===== src/rtl/ddr_init_pkg.sv =====
package ddr_init_pkg;
  localparam int ADDR_W = 4;
  localparam int DATA_W = 32;
  localparam int D2_STEPS = 24;
  localparam int D1_STEPS = 13;
  localparam int IDX_W = $clog2(D2_STEPS);

  typedef enum logic [ADDR_W-1:0] {
    REG_CTRL    = 4'd0,
    REG_MODE    = 4'd1,
    REG_EXT1    = 4'd2,
    REG_EXT2    = 4'd3,
    REG_EXT3    = 4'd4,
    REG_REFRESH = 4'd5,
    REG_TAP0    = 4'd6,
    REG_TAP1    = 4'd7,
    REG_RDCYC   = 4'd8,
    REG_TIMEOUT = 4'd9,
    REG_D2CFG   = 4'd10
  } reg_sel_e;

  // command bit positions in the control word
  localparam int CB_MRS  = 0;
  localparam int CB_EMR1 = 1;
  localparam int CB_AREF = 2;
  localparam int CB_PRE  = 3;
  localparam int CB_EMR2 = 4;
  localparam int CB_EMR3 = 5;
  localparam int REF_EN_BIT = 14;
  localparam int REF_PER_W = 10;

  typedef struct packed {
    reg_sel_e          sel;
    logic [DATA_W-1:0] val;
    logic              last;
  } step_t;

  typedef enum logic [1:0] {ST_IDLE, ST_RUN, ST_FIN} seq_state_e;
endpackage


===== src/rtl/ddr_init_steps.sv =====
module ddr_init_steps
  import ddr_init_pkg::*;
#(
  parameter logic [DATA_W-1:0] TIMEOUT_VAL = 32'h000F_FFFF,
  parameter logic [DATA_W-1:0] D2CFG_VAL   = 32'h0000_0A59,
  parameter int                REF_PER_40  = 624,
  parameter int                REF_PER_25  = 390,
  parameter logic [DATA_W-1:0] TAP0_VAL    = 32'h08,
  parameter logic [DATA_W-1:0] TAP1_VAL    = 32'h09,
  parameter logic [DATA_W-1:0] RDCYC_VAL   = 32'hFF
) (
  input  logic [IDX_W-1:0] idx_i,
  input  logic             ddr2_i,
  input  logic             clk40_i,
  output step_t            step_o
);
  localparam logic [DATA_W-1:0] C_MRS  = DATA_W'(1) << CB_MRS;
  localparam logic [DATA_W-1:0] C_EMR1 = DATA_W'(1) << CB_EMR1;
  localparam logic [DATA_W-1:0] C_AREF = DATA_W'(1) << CB_AREF;
  localparam logic [DATA_W-1:0] C_PRE  = DATA_W'(1) << CB_PRE;
  localparam logic [DATA_W-1:0] C_EMR2 = DATA_W'(1) << CB_EMR2;
  localparam logic [DATA_W-1:0] C_EMR3 = DATA_W'(1) << CB_EMR3;
  localparam logic [REF_PER_W-1:0] PER40 = REF_PER_W'(REF_PER_40);
  localparam logic [REF_PER_W-1:0] PER25 = REF_PER_W'(REF_PER_25);

  logic [DATA_W-1:0] ref_word;
  always_comb begin
    ref_word = '0;
    ref_word[REF_EN_BIT] = 1'b1;
    ref_word[REF_PER_W-1:0] = clk40_i ? PER40 : PER25;
  end

  always_comb begin
    step_o = '{sel: REG_CTRL, val: '0, last: 1'b0};
    if (ddr2_i) begin
      unique case (idx_i)
        5'd0:  step_o = '{REG_TIMEOUT, TIMEOUT_VAL, 1'b0};
        5'd1:  step_o = '{REG_D2CFG, D2CFG_VAL, 1'b0};
        5'd2:  step_o = '{REG_CTRL, C_PRE, 1'b0};
        5'd3:  step_o = '{REG_EXT2, '0, 1'b0};
        5'd4:  step_o = '{REG_CTRL, C_EMR2, 1'b0};
        5'd5:  step_o = '{REG_EXT3, '0, 1'b0};
        5'd6:  step_o = '{REG_CTRL, C_EMR3, 1'b0};
        5'd7:  step_o = '{REG_EXT1, '0, 1'b0};
        5'd8:  step_o = '{REG_CTRL, C_EMR1, 1'b0};
        5'd9:  step_o = '{REG_MODE, 32'h100, 1'b0};
        5'd10: step_o = '{REG_CTRL, C_MRS, 1'b0};
        5'd11: step_o = '{REG_CTRL, C_PRE, 1'b0};
        5'd12: step_o = '{REG_CTRL, C_AREF, 1'b0};
        5'd13: step_o = '{REG_CTRL, C_AREF, 1'b0};
        5'd14: step_o = '{REG_MODE, 32'hA33, 1'b0};
        5'd15: step_o = '{REG_CTRL, C_MRS, 1'b0};
        5'd16: step_o = '{REG_EXT1, 32'h382, 1'b0};
        5'd17: step_o = '{REG_CTRL, C_EMR1, 1'b0};
        5'd18: step_o = '{REG_EXT1, 32'h402, 1'b0};
        5'd19: step_o = '{REG_CTRL, C_EMR1, 1'b0};
        5'd20: step_o = '{REG_REFRESH, ref_word, 1'b0};
        5'd21: step_o = '{REG_TAP0, TAP0_VAL, 1'b0};
        5'd22: step_o = '{REG_TAP1, TAP1_VAL, 1'b0};
        5'd23: step_o = '{REG_RDCYC, RDCYC_VAL, 1'b1};
        default: step_o = '{REG_CTRL, '0, 1'b1};
      endcase
    end else begin
      unique case (idx_i)
        5'd0:  step_o = '{REG_TIMEOUT, TIMEOUT_VAL, 1'b0};
        5'd1:  step_o = '{REG_CTRL, C_PRE, 1'b0};
        5'd2:  step_o = '{REG_MODE, 32'h133, 1'b0};
        5'd3:  step_o = '{REG_CTRL, C_MRS, 1'b0};
        5'd4:  step_o = '{REG_EXT1, 32'h02, 1'b0};
        5'd5:  step_o = '{REG_CTRL, C_EMR1, 1'b0};
        5'd6:  step_o = '{REG_CTRL, C_PRE, 1'b0};
        5'd7:  step_o = '{REG_MODE, 32'h33, 1'b0};
        5'd8:  step_o = '{REG_CTRL, C_MRS, 1'b0};
        5'd9:  step_o = '{REG_REFRESH, ref_word, 1'b0};
        5'd10: step_o = '{REG_TAP0, TAP0_VAL, 1'b0};
        5'd11: step_o = '{REG_TAP1, TAP1_VAL, 1'b0};
        5'd12: step_o = '{REG_RDCYC, RDCYC_VAL, 1'b1};
        default: step_o = '{REG_CTRL, '0, 1'b1};
      endcase
    end
  end
endmodule


===== src/rtl/ddr_init_wport.sv =====
module ddr_init_wport
  import ddr_init_pkg::*;
(
  input  logic              clk_i,
  input  logic              rst_ni,
  input  logic              issue_i,
  input  step_t             step_i,
  input  logic              ready_i,
  output logic              valid_o,
  output logic [ADDR_W-1:0] addr_o,
  output logic [DATA_W-1:0] data_o,
  output logic              fire_o
);
  assign fire_o = valid_o && ready_i;

  always_ff @(posedge clk_i or negedge rst_ni) begin
    if (!rst_ni) begin
      valid_o <= 1'b0;
      addr_o  <= '0;
      data_o  <= '0;
    end else if (issue_i) begin
      valid_o <= 1'b1;
      addr_o  <= step_i.sel;
      data_o  <= step_i.val;
    end else if (fire_o) begin
      valid_o <= 1'b0;
    end
  end
endmodule


===== src/rtl/ddr_init_ctrl.sv =====
module ddr_init_ctrl
  import ddr_init_pkg::*;
(
  input  logic             clk_i,
  input  logic             rst_ni,
  input  logic             start_i,
  input  logic             ddr2_strap_i,
  input  logic             clk40_strap_i,
  input  logic             pend_i,
  input  logic             fire_i,
  input  logic             last_i,
  output logic [IDX_W-1:0] idx_o,
  output logic             ddr2_o,
  output logic             clk40_o,
  output logic             issue_o,
  output logic             done_o
);
  seq_state_e state_q;

  assign issue_o = (state_q == ST_RUN) && !pend_i;
  assign done_o  = (state_q == ST_FIN);

  always_ff @(posedge clk_i or negedge rst_ni) begin
    if (!rst_ni) begin
      state_q <= ST_IDLE;
      idx_o   <= '0;
      ddr2_o  <= 1'b0;
      clk40_o <= 1'b0;
    end else begin
      unique case (state_q)
        ST_RUN: begin
          if (fire_i) begin
            if (last_i) state_q <= ST_FIN;
            else        idx_o   <= idx_o + 1'b1;
          end
        end
        default: begin
          if (start_i) begin
            state_q <= ST_RUN;
            idx_o   <= '0;
            ddr2_o  <= ddr2_strap_i;
            clk40_o <= clk40_strap_i;
          end
        end
      endcase
    end
  end
endmodule


===== src/rtl/ddr_init_seq.sv =====
module ddr_init_seq
  import ddr_init_pkg::*;
#(
  parameter logic [DATA_W-1:0] TIMEOUT_VAL = 32'h000F_FFFF,
  parameter logic [DATA_W-1:0] D2CFG_VAL   = 32'h0000_0A59,
  parameter int                REF_PER_40  = 624,
  parameter int                REF_PER_25  = 390,
  parameter logic [DATA_W-1:0] TAP0_VAL    = 32'h08,
  parameter logic [DATA_W-1:0] TAP1_VAL    = 32'h09,
  parameter logic [DATA_W-1:0] RDCYC_VAL   = 32'hFF
) (
  input  logic              clk_i,
  input  logic              rst_ni,
  input  logic              start_i,
  input  logic              ddr2_strap_i,
  input  logic              clk40_strap_i,
  output logic              wr_valid_o,
  input  logic              wr_ready_i,
  output logic [ADDR_W-1:0] wr_addr_o,
  output logic [DATA_W-1:0] wr_data_o,
  output logic              done_o
);
  logic [IDX_W-1:0] idx;
  logic ddr2_q, clk40_q, issue, fire;
  step_t step;

  ddr_init_ctrl u_ctrl (
    .clk_i, .rst_ni, .start_i, .ddr2_strap_i, .clk40_strap_i,
    .pend_i(wr_valid_o), .fire_i(fire), .last_i(step.last),
    .idx_o(idx), .ddr2_o(ddr2_q), .clk40_o(clk40_q),
    .issue_o(issue), .done_o(done_o)
  );

  ddr_init_steps #(
    .TIMEOUT_VAL(TIMEOUT_VAL), .D2CFG_VAL(D2CFG_VAL),
    .REF_PER_40(REF_PER_40), .REF_PER_25(REF_PER_25),
    .TAP0_VAL(TAP0_VAL), .TAP1_VAL(TAP1_VAL), .RDCYC_VAL(RDCYC_VAL)
  ) u_steps (
    .idx_i(idx), .ddr2_i(ddr2_q), .clk40_i(clk40_q), .step_o(step)
  );

  ddr_init_wport u_wport (
    .clk_i, .rst_ni, .issue_i(issue), .step_i(step),
    .ready_i(wr_ready_i), .valid_o(wr_valid_o),
    .addr_o(wr_addr_o), .data_o(wr_data_o), .fire_o(fire)
  );
endmodule


===== config.mk =====
export PLATFORM = sky130hd
export DESIGN_NAME = ddr_init_seq
export DESIGN_NICKNAME = d
export VERILOG_FILES = /design/src/rtl/ddr_init_pkg.sv /design/src/rtl/ddr_init_steps.sv /design/src/rtl/ddr_init_wport.sv /design/src/rtl/ddr_init_ctrl.sv /design/src/rtl/ddr_init_seq.sv
export SDC_FILE = /design/constraint.sdc
export NUM_CORES = 1
export LEC_CHECK = 0
export ABC_AREA = 0
export CAP_MARGIN = 20
export CORE_UTILIZATION = 40
export DETAILED_ROUTE_END_ITERATION = 12
export DONT_BUFFER_PORTS = 1
export PLACE_DENSITY = 0.59
export SYNTH_ARGS = -nofsm -noshare
export SYNTH_HDL_FRONTEND = slang
export SYNTH_HIERARCHICAL = 1
export SYNTH_SLANG_ARGS = --single-unit

===== constraint.sdc =====
create_clock -name clk_i -period 3.9 [get_ports clk_i]
set_input_delay 0.585 -clock clk_i [delete_from_list [all_inputs] [get_ports clk_i]]
set_output_delay 0.585 -clock clk_i [all_outputs]
set_load 0.05 [all_outputs]

# [Word-level counts from Yosys, hierarchy flattened]
# Cells that the tools add are included.
[totals] regBits=46 out_inout_bits=38 elab_cells=66
[op_classes] n_addsub=1 eq_ne=28 n_mux=14 bitwise=1 n_reduce_logical=15
[ops] operator="37-bit case mux with 19 select lines" count=1
[ops] operator="37-bit case mux with 11 select lines" count=1
[ops] operator="5-bit by 4-bit equality test with 1-bit output (second input constant)" count=8
[ops] operator="5-bit equality test (second input constant)" count=8
[ops] operator="37-bit two-way mux" count=1
[ops] operator="5-bit by 3-bit equality test with 1-bit output (second input constant)" count=4
[ops] operator="5-bit two-way mux" count=4
[ops] operator="5-bit by 2-bit equality test with 1-bit output (second input constant)" count=2
[ops] operator="10-bit two-way mux" count=1
[ops] operator="2-bit OR reduction" count=5
[ops] operator="2-bit two-way mux" count=4
[ops] operator="2-bit inequality test (second input constant)" count=3
[ops] operator="3-bit AND reduction" count=2
[ops] operator="5-bit by 1-bit adder with 5-bit output (second input constant)" count=1
[ops] operator="5-bit by 1-bit equality test with 1-bit output (second input constant)" count=1
[ops] operator="5-bit zero test" count=1
[ops] operator="2-bit nonzero test" count=2
[ops] operator="3-bit OR reduction" count=1
[ops] operator="2-bit by 1-bit equality test with 1-bit output (second input constant)" count=1
[ops] operator="2-bit equality test (second input constant)" count=1
[ops] operator="1-bit logical AND" count=2
[ops] operator="1-bit two-way mux" count=2
[ops] operator="2-bit AND reduction" count=1
[ops] operator="1-bit zero test" count=1
[ops] operator="1-bit NOT" count=1

# [Depth between registers and ports, before layout]
# Gate-level depths: netlist (run 1).
[logic_depth] ltp_word=7 ltp_mapped=8 depth_no_buf=6

# [Cells and area by module]
# The synthesis (run 1) kept the hierarchy.
[modules_own_cells] module="ddr_init_wport" instances=1 cells_each=80 area_per_inst_um2=1529.0 seq_area_each_um2=925.9
[modules_own_cells] module="ddr_init_steps" instances=1 cells_each=161 area_per_inst_um2=1053.5 seq_area_each_um2=0.0
[modules_own_cells] module="ddr_init_ctrl" instances=1 cells_each=35 area_per_inst_um2=411.6 seq_area_each_um2=225.2

# [Worst setup path after synthesis (run 1)]
# Ideal clock, no wire load.
[synth_path] path_type="reg2reg" startpoint="register u_ctrl.idx_o[3]" endpoint="register u_ctrl.idx_o[0]" setup_ps=125 arrival_ps=1788 required_ps=3775 slack_ps=1987 stages_incl_launch_ff=8 cell_sequence="dfrtp_1 -> buf_4 -> buf_4 -> nand2b_1 -> a22o_1 -> and4bb_4 -> a21oi_1 -> mux2_2"
[synth_lines] item="from (decl)" line_no="ddr_init_ctrl.sv:12" rtl="output logic [IDX_W-1:0] idx_o,"
[synth_lines] item="from (signal assigned)" line_no="ddr_init_ctrl.sv:34" rtl="else idx_o <= idx_o + 1'b1;"

==> reports/summary.json, run 1 <==
{
  "placed_design": {
    "dp_slack_ns": 1.65,
    "port_buffers": 0,
    "place_hpwl_um": 3860,
    "final_gp_congestion": 0.877,
    "post_dp_cell_area_sq_um": 2900
  },
  "yosys": {
    "synthCells": 276,
    "async_flop_share": 1.00,
    "number_of_enable_flip_flop_cells_after_synthesis": 0,
    "netlist.top_cell.by_area": "sky130_fd_sc_hd__dfrtp_1",
    "synth.lib_cells_used.distinct": 61,
    "synth_area_leaders": "sky130_fd_sc_hd__dfrtp_1 (38%), sky130_fd_sc_hd__mux2_4 (15%), sky130_fd_sc_hd__buf_4 (6.0%)",
    "synth_top_flop_cell": "sky130_fd_sc_hd__dfrtp_1",
    "ys_seq_area_frac": 0.384,
    "yosys_warnings": 6,
    "syn-mean-instance-area_sq_um": 10.8,
    "main_combinational_cell_family_by_area_after_synthesis": "multiplexers",
    "synth_compound_gate_area_share": 0.168,
    "yosys.area_share.xor_xnor": 0.00293,
    "synth_seq_cells": 46,
    "synth_simple_gate_area_share": 0.122,
    "yosys.area_share.adder": 0.00418,
    "syn-cell-area_sq_um": 2990,
    "synth_top_area_frac": 0.384,
    "muxShareOfSynthArea": 0.207
  },
  "worst_setup_path": {
    "timing.critical_path.arrival_ns": 2.53,
    "worstPathMaxFanout": 31,
    "critical_setup_path_class": "reg2reg",
    "worst-path-buf-inv": 0,
    "cp_data_required_time_ns": 4.14,
    "cpMaxStageDelayCell": "sky130_fd_sc_hd__dfrtp_1",
    "cpLargestDelayFamily": "flip-flops",
    "timing.critical_path.slowest_cell_delay_ns": 0.97,
    "crit_chain": "nand2_1, o21ai_0, a22o_1, and4bb_4, a21oi_1, mux2_2",
    "crit_path_start_kind": "register",
    "endpoint_kind": "register"
  },
  "job": {
    "drv_cap": 0
  },
  "sta": {
    "worstMarginPinSlew_ns": 0.946,
    "slew-limit-headroom": 0.369,
    "maxSlewViolCount": 0,
    "worst_slack_ns": 1.60,
    "setup-violations-final": 0,
    "finalCriticalPeriod_ns": 2.30,
    "maxClockFrequency_mhz": 436,
    "finalClockSkew_ns": 0.0102,
    "tns_ns": 0,
    "unrepaired_setup_endpoints_after_global_routing": "no",
    "final-hold-violation-count": 0,
    "min_period_over_period": 0.589,
    "holdWs_ns": 0.129
  },
  "grt": {
    "grt_first_pass_wirelength_um": 9740,
    "grt_antenna_before_repair": 0,
    "grt.total_usage": 0.159,
    "grt_remaining_overflow": 0,
    "first_global_vias": 1904,
    "pin_count_of_the_biggest_net_entering_global_routing": 47
  },
  "floorplanning": {
    "core_area_sq_um": 7250,
    "num_rows": 31,
    "floorplan.initialDensity": 0.413,
    "die_h_um": 88.5,
    "chip_width_um": 88.5,
    "die_area_sq_um": 7830,
    "io_pins": 44
  },
  "routing": {
    "drt-total-wl_um": 5920,
    "final_antenna_net_count": 0,
    "detail_route.vias_per_cell": 5.54,
    "post_drt_wl_per_cell_um": 16.4,
    "dr_pass1_iterations": 4,
    "drc_errors": 0,
    "drt_first_iter_violations": 185,
    "dr_total_vias": 2000
  },
  "clocking": {
    "clk_transition_reported_paths_ns": 0.08,
    "cts_tree": "yes",
    "cts_buffers": 5,
    "clock_latency_ns": 0.29,
    "htree_num_levels": 2,
    "cts.root.buffer_cell": "sky130_fd_sc_hd__clkbuf_8",
    "clock_sinks": 46,
    "number_of_buffers_added_for_setup_after_cts": 0,
    "cts_repair_resize_count": 0,
    "hold_buffers": 1,
    "buffer_depth_of_the_longest_clock_path": 2
  },
  "hold_path": {
    "worst_hold_path_type": "in2async"
  },
  "finish": {
    "final_area_sq_um": 3040,
    "fillers": 711,
    "final_layout_size_suffix_gt1_frac": 0.240,
    "num_antenna_cells": 0,
    "mostFrequentLayoutCells": "sky130_fd_sc_hd__dfrtp_1 (46), sky130_fd_sc_hd__mux2_4 (29), sky130_fd_sc_hd__nand2_1 (13)",
    "finish.net_count": 269,
    "layout_commonest_cell": "sky130_fd_sc_hd__dfrtp_1",
    "syn_to_layout_area_delta_pct": 1.38
  },
  "status": {
    "run_status": "finished clean"
  }
}
## routing by layer
metal / routed length [um] / global-route usage / share of wire
met5: 0 / 0 / 0
met4: 36 / 0.0396 / 0.0061
met3: 435 / 0.0438 / 0.074
met2: 2570 / 0.226 / 0.43
met1: 2880 / 0.236 / 0.49
## flip-flops by register name, indices dropped and copies added, names as in the netlist
name / cells
u_ctrl/ddr2_o: 1
u_ctrl/state_q: 2
u_wport/addr_o: 4
u_wport/valid_o: 1
u_ctrl/idx_o: 5
u_wport/data_o: 32
u_ctrl/clk40_o: 1
## synthesized netlist by cell type (all sizes together) (2+ instances only)
master,instances
buf,36
inv,8
nor2b,5
mux2i,6
and2,2
a2111oi,2
a22oi,5
nand3,4
dfrtp,46
mux2,40
o31ai,5
nor2,13
o22ai,4
nand2b,10
o21a,2
a31oi,4
and3,2
nand4,3
nand2,14
a21o,3
or3,5
a22o,2
o21ai,18
a21oi,10
## stage by stage
step | utilization | instances
finish | 0.418 | 361
global route | 0.418 | 361
CTS | 0.418 | 361
detailed placement | 0.399 | 353
global placement | 0.399 | 353
floorplan | - | 287
## path summary, 6_finish.rpt
check                           startpoint                 end  slack, ns  cells after the start
hold reg to reg              u_ctrl/ddr2_o       u_ctrl/ddr2_o       0.53                      1
max in group asynchronous           rst_ni  u_wport/data_o[13]       3.56                      1
setup reg to reg           u_ctrl/idx_o[1]     u_ctrl/idx_o[0]       1.60                      6
setup / recovery           u_ctrl/idx_o[1]     u_ctrl/idx_o[0]       1.60                      6
min in group clk_i                 start_i   u_ctrl/state_q[1]       0.38                      1
hold / removal                      rst_ni     u_ctrl/idx_o[3]       0.13                      1
## kinds of logic after synthesis
| kind of cell | Yosys count |
|---|---|
| AO/OA/AOI/OAI | 71 |
| AND/OR/NAND/NOR | 65 |
| multiplexers | 46 |
| flip-flops | 46 |
| buffers and inverters | 45 |
| adder cells (fa/ha/maj) | 1 |
| other | 1 |
| XOR/XNOR | 1 |
## cell type report
type / instances / area, sq um / share of cell area
flip-flops and latches: 46 / 1150 / 0.379
clock inverters: 1 / 30.0 / 0.00989
repair buffers: 5 / 57.6 / 0.0190
clock buffers: 6 / 82.6 / 0.0272
multi-input cells: 196 / 1560 / 0.514
well taps: 99 / 124 / 0.0408
inverters: 8 / 30.0 / 0.00989
Power of run 1 is not shown: default switching activity piles up to over one toggle a cycle in this logic, so the estimate is an artifact.
==> run 2, diff against run 1 <==
PLACE_DENSITY = 0.61   (was 0.59)
clock period = 1.9 ns   (was 3.9 ns; I/O delays follow)
==> run 2 against run 1 <==
Register-to-register slack worse by 1.5 ns; sequential share of layout area is 2.3 points lower; setup slack lost 1.5 ns; sequential cell count did not move; die area did not move; highest routed layer unchanged.
==> reports/summary.json, run 2 (synthesis results as in run 1) <==
{
  "sta": {
    "worstMarginPinSlew_ns": 0.546,
    "final-hold-violation-count": 0,
    "slew-limit-headroom": 0.636,
    "tns_ns": 0,
    "maxSlewViolCount": 0,
    "finalCriticalPeriod_ns": 1.82,
    "setup-violations-final": 0,
    "maxClockFrequency_mhz": 548,
    "finalClockSkew_ns": 0.00526,
    "unrepaired_setup_endpoints_after_global_routing": "no",
    "min_period_over_period": 0.960
  },
  "clocking": {
    "clock_latency_ns": 0.30,
    "htree_num_levels": 2,
    "buffer_depth_of_the_longest_clock_path": 2,
    "clock_sinks": 46,
    "cts_tree": "yes",
    "number_of_buffers_added_for_setup_after_cts": 0,
    "cts_buffers": 5,
    "clk_transition_reported_paths_ns": 0.08,
    "cts.root.buffer_cell": "sky130_fd_sc_hd__clkbuf_8"
  },
  "finish": {
    "registers.top_by_ff_count": "u_wport/data_o",
    "final_layout_size_suffix_gt1_frac": 0.318,
    "finish.net_count": 296,
    "num_antenna_cells": 0,
    "mostFrequentLayoutCells": "sky130_fd_sc_hd__dfrtp_1 (44), sky130_fd_sc_hd__mux2_4 (29), sky130_fd_sc_hd__buf_4 (28)",
    "layout_commonest_cell": "sky130_fd_sc_hd__dfrtp_1",
    "reg_top3": "u_wport/data_o: 32 flops, u_ctrl/idx_o: 5 flops, u_wport/addr_o: 4 flops",
    "largest_register_ffs": 32,
    "syn_to_layout_area_delta_pct": 8.27
  },
  "placed_design": {
    "place_hpwl_um": 4610,
    "port_buffers": 0,
    "final_gp_congestion": 0.899
  },
  "job": {
    "drv_cap": 0
  },
  "hold_path": {
    "worst_hold_path_type": "in2reg",
    "whs_endpoint": "u_ctrl/state_q[1]",
    "min_path_cells": 1,
    "hold_start": "start_i"
  },
  "worst_setup_path": {
    "rrSetupSlack_ns": 0.08,
    "cp_data_required_time_ns": 2.09,
    "crit_path_start_kind": "register",
    "worst_r2r_path_depth": 5,
    "critical_path.reg2reg.startpoint": "u_ctrl/idx_o[4]",
    "endpoint_kind": "register",
    "timing.critical_path.arrival_ns": 2.01,
    "critical_setup_path_class": "reg2reg",
    "r2r-end": "u_ctrl/idx_o[0]",
    "worstPathMaxFanout": 11
  },
  "floorplanning": {
    "core_area_sq_um": 7250,
    "chip_width_um": 88.5,
    "io_pins": 44,
    "die_h_um": 88.5,
    "num_rows": 31,
    "die_area_sq_um": 7830,
    "floorplan.initialDensity": 0.413
  },
  "grt": {
    "grt_antenna_before_repair": 0,
    "grt.total_usage": 0.171,
    "grt_remaining_overflow": 0,
    "first_global_vias": 2046,
    "grt_first_pass_wirelength_um": 10400,
    "pin_count_of_the_biggest_net_entering_global_routing": 47
  },
  "routing": {
    "dr_total_vias": 2150,
    "drt_first_iter_violations": 200,
    "drc_errors": 0,
    "detail_route.vias_per_cell": 5.54,
    "drt-total-wl_um": 6530,
    "dr_pass1_iterations": 6,
    "post_drt_wl_per_cell_um": 16.8,
    "final_antenna_net_count": 0
  },
  "status": {
    "run_status": "finished clean"
  }
}
==> run 2: cell types whose count changed in the layout (fill, tap and decap cells not counted) <==
cell                            previous run  this run
sky130_fd_sc_hd__dfrtp_2                   0         2
sky130_fd_sc_hd__buf_12                    0         2
sky130_fd_sc_hd__nand2b_1                 10         9
sky130_fd_sc_hd__clkbuf_8                  6         5
sky130_fd_sc_hd__nand2b_4                  0         1
sky130_fd_sc_hd__dfrtp_1                  46        44
sky130_fd_sc_hd__dlygate4sd3_1             0         1
sky130_fd_sc_hd__bufinv_16                 1         0
sky130_fd_sc_hd__buf_4                     4        28
sky130_fd_sc_hd__clkinv_2                  0         2
==> run 2: final cells by class <==
class                   count  area (sq um)
fillers                   689          4010
multi-input cells         196          1570
flip-flops and latches     46          1150
repair buffers             32           288
well taps                  99           124
clock buffers               5          68.8
inverters                   8          30.0
clock inverters             2          10.0
==> run 2: routing by layer <==
| layer | up-vias | part of all wire | GRT usage |
|---|---|---|---|
| met4 | 0 | 0.019 | 0.0499 |
| met2 | 108 | 0.45 | 0.263 |
| li1 | 1001 | - | - |
| met5 | - | 0 | 0 |
| met1 | 1030 | 0.47 | 0.237 |
| met3 | 11 | 0.067 | 0.0448 |
==> run 2: repair_timing <==
| action | CTS | global route |
|---|---|---|
| setup endpoints to repair | 0 | 2 |
| gates resized for setup | 0 | 2 |
| hold endpoints to repair | 46 | 0 |
| hold buffers | 2 | 0 |
==> run 2: worst max-delay path by stage <==
| stage | cells after the start | slack (ns) | start | endpoint |
|---|---|---|---|---|
| 2_1_floorplan | 7 | 0.03 | u_ctrl/idx_o[3] | u_ctrl/idx_o[0] |
| 3_3_place_gp | 6 | 0.14 | u_ctrl/idx_o[0] | u_wport/data_o[4] |
| 3_5_place_dp | 5 | 0.10 | u_ctrl/idx_o[4] | u_ctrl/idx_o[0] |
| 4_1_cts | 5 | 0.09 | u_ctrl/idx_o[4] | u_ctrl/idx_o[0] |
| 5_1_grt | 5 | 0.009 | u_ctrl/idx_o[4] | u_ctrl/idx_o[0] |
| 6_report | 5 | 0.08 | u_ctrl/idx_o[4] | u_ctrl/idx_o[0] |
==> run 2: critical path, stage by stage (launching register included) <==
cell	delay (ns)
sky130_fd_sc_hd__dfrtp_1	0.52
sky130_fd_sc_hd__buf_4	0.24
sky130_fd_sc_hd__a22o_1	0.24
sky130_fd_sc_hd__and4bb_4	0.38
sky130_fd_sc_hd__a21oi_1	0.06
sky130_fd_sc_hd__mux2_2	0.27
==> run 2: stage by stage <==
| step | util | cells | worst slack (ns) | hold WS [ns] | instance area, sq um |
|---|---|---|---|---|---|
| final | 0.447 | 388 | 0.0755 | 0.0742 | 3240 |
| after global routing | 0.447 | 388 | 0.00883 | 0.0769 | 3240 |
| after CTS | 0.447 | 388 | 0.0879 | 0.0677 | 3240 |
| after detailed placement | 0.431 | 379 | 0.104 | -0.00992 | 3120 |
| after global placement | 0.431 | 379 | 0.137 | -0.00976 | 3120 |
| after floorplan | - | 287 | 0.0307 | -0.0106 | 3040 |
Power of run 2 is left out for the same reason.
==> run 3, diff against run 2 <==
PLACE_DENSITY = not set   (was 0.61)
PLACE_DENSITY_LB_ADDON = 0.2   (was not set)
==> run 3 against run 2 <==
Sequential share of layout area fell by 1.1 points; sequential cell count did not move; hold slack improved by 0.0045 ns; final area rose by 3.4%; die area did not move; critical path depth did not move; critical path type unchanged; largest cell class unchanged.
==> reports/summary.json, run 3 (synthesis results as in run 1) <==
{
  "status": {
    "run_status": "finished clean"
  },
  "finish": {
    "finish.net_count": 312,
    "registers.top_by_ff_count": "u_wport/data_o",
    "largest_register_ffs": 32,
    "num_antenna_cells": 0,
    "reg_top3": "u_wport/data_o: 32 flops, u_ctrl/idx_o: 5 flops, u_wport/addr_o: 4 flops",
    "syn_to_layout_area_delta_pct": 12.0,
    "mostFrequentLayoutCells": "sky130_fd_sc_hd__buf_4 (45), sky130_fd_sc_hd__dfrtp_1 (42), sky130_fd_sc_hd__mux2_4 (29)",
    "final_layout_size_suffix_gt1_frac": 0.361,
    "layout.core_utilization": 0.462,
    "layout_commonest_cell": "sky130_fd_sc_hd__buf_4"
  },
  "routing": {
    "dr_pass1_iterations": 4,
    "drt-total-wl_um": 6690,
    "drc_errors": 0,
    "post_drt_wl_per_cell_um": 16.6,
    "detail_route.vias_per_cell": 5.37,
    "drt_first_iter_violations": 129,
    "dr_total_vias": 2168,
    "final_antenna_net_count": 0
  },
  "grt": {
    "grt_antenna_before_repair": 0,
    "first_global_vias": 2101,
    "grt_remaining_overflow": 0,
    "pin_count_of_the_biggest_net_entering_global_routing": 47,
    "grt.total_usage": 0.180,
    "grt_first_pass_wirelength_um": 10900
  },
  "sta": {
    "finalClockSkew_ns": 0.00542,
    "setup-violations-final": 0,
    "min_period_over_period": 0.960,
    "unrepaired_setup_endpoints_after_global_routing": "no",
    "slew-limit-headroom": 0.659,
    "maxSlewViolCount": 0,
    "worstMarginPinSlew_ns": 0.498,
    "final-hold-violation-count": 0,
    "worst_slack_ns": 0.0769,
    "maxClockFrequency_mhz": 549,
    "finalCriticalPeriod_ns": 1.82
  },
  "floorplanning": {
    "chip_width_um": 88.5,
    "num_rows": 31,
    "floorplan.initialDensity": 0.413,
    "core_area_sq_um": 7250,
    "die_h_um": 88.5,
    "io_pins": 44,
    "die_area_sq_um": 7830
  },
  "placed_design": {
    "port_buffers": 0,
    "final_gp_congestion": 0.822,
    "dp_slack_ns": 0.0145,
    "place_hpwl_um": 4800
  },
  "clocking": {
    "htree_num_levels": 2,
    "buffer_depth_of_the_longest_clock_path": 2,
    "cts.root.buffer_cell": "sky130_fd_sc_hd__clkbuf_8",
    "clock_latency_ns": 0.29,
    "clk_transition_reported_paths_ns": 0.08,
    "number_of_buffers_added_for_setup_after_cts": 0,
    "cts_buffers": 5,
    "cts_tree": "yes",
    "clock_sinks": 46
  },
  "worst_setup_path": {
    "cp_data_required_time_ns": 2.13,
    "timing.critical_path.arrival_ns": 2.06,
    "endpoint_kind": "register",
    "critical_setup_path_class": "reg2reg",
    "worstPathMaxFanout": 12,
    "crit_path_start_kind": "register"
  },
  "job": {
    "drv_cap": 0
  },
  "hold_path": {
    "worst_hold_path_type": "in2reg"
  }
}
-- run 3: layer usage --
metal / up-vias / routed length [um] / GRT usage
met5: - / 0 / 0
met2: 60 / 3110 / 0.280
li1: 1036 / - / -
met3: 4 / 322 / 0.0466
met4: 0 / 56 / 0.0396
met1: 1068 / 3200 / 0.251
-- run 3: what timing repair did --
| action | in CTS | in global routing |
|---|---|---|
| gates resized for setup | 1 | 3 |
| endpoints found under the hold margin | 46 | 0 |
| hold buffers | 2 | 0 |
| setup endpoints to repair | 1 | 10 |
-- run 3: path summary, 6_finish.rpt --
path / startpoint / cells past startpoint / slack, ns / to
worst min-delay path: start_i / 1 / 0.08 / u_ctrl/state_q[1]
worst max register to register: u_ctrl/idx_o[1] / 5 / 0.08 / u_wport/data_o[3]
min in group asynchronous: rst_ni / 2 / 0.51 / u_ctrl/idx_o[0]
max in group asynchronous: rst_ni / 2 / 1.18 / u_ctrl/idx_o[3]
worst max-delay path: u_ctrl/idx_o[1] / 5 / 0.08 / u_wport/data_o[3]
worst min register to register: u_ctrl/state_q[0] / 1 / 0.57 / u_ctrl/state_q[0]
-- run 3: area by class of cell --
| type | instances | area, sq um |
|---|---|---|
| Multi-Input combinational cell | 196 | 1570 |
| Clock inverter | 2 | 10.0 |
| Clock buffer | 5 | 68.8 |
| Tap cell | 99 | 124 |
| Fill cell | 704 | 3900 |
| Timing Repair Buffer | 48 | 395 |
| Sequential cell | 46 | 1160 |
| Inverter | 8 | 30.0 |
-- run 3: critical path: stages, from the launching register on --
cell and delay, ns:
sky130_fd_sc_hd__dfrtp_2 0.52, sky130_fd_sc_hd__buf_4 0.21, sky130_fd_sc_hd__or3_1 0.36, sky130_fd_sc_hd__mux2_2 0.27, sky130_fd_sc_hd__o22ai_1 0.22, sky130_fd_sc_hd__mux2_4 0.18
-- run 3: stage by stage --
| step | hold slack [ns] | cell area (sq um) | instances | setup TNS, ns |
|---|---|---|---|---|
| finish | 0.0788 | 3350 | 404 | 0 |
| global route | 0.0792 | 3350 | 404 | 0 |
| CTS | 0.0625 | 3350 | 404 | 0 |
| detailed placement | -0.00912 | 3230 | 395 | 0 |
| global placement | -0.00943 | 3230 | 395 | -0.00437 |
| floorplan | -0.0106 | 3040 | 287 | 0 |
Power of run 3 is left out for the same reason.
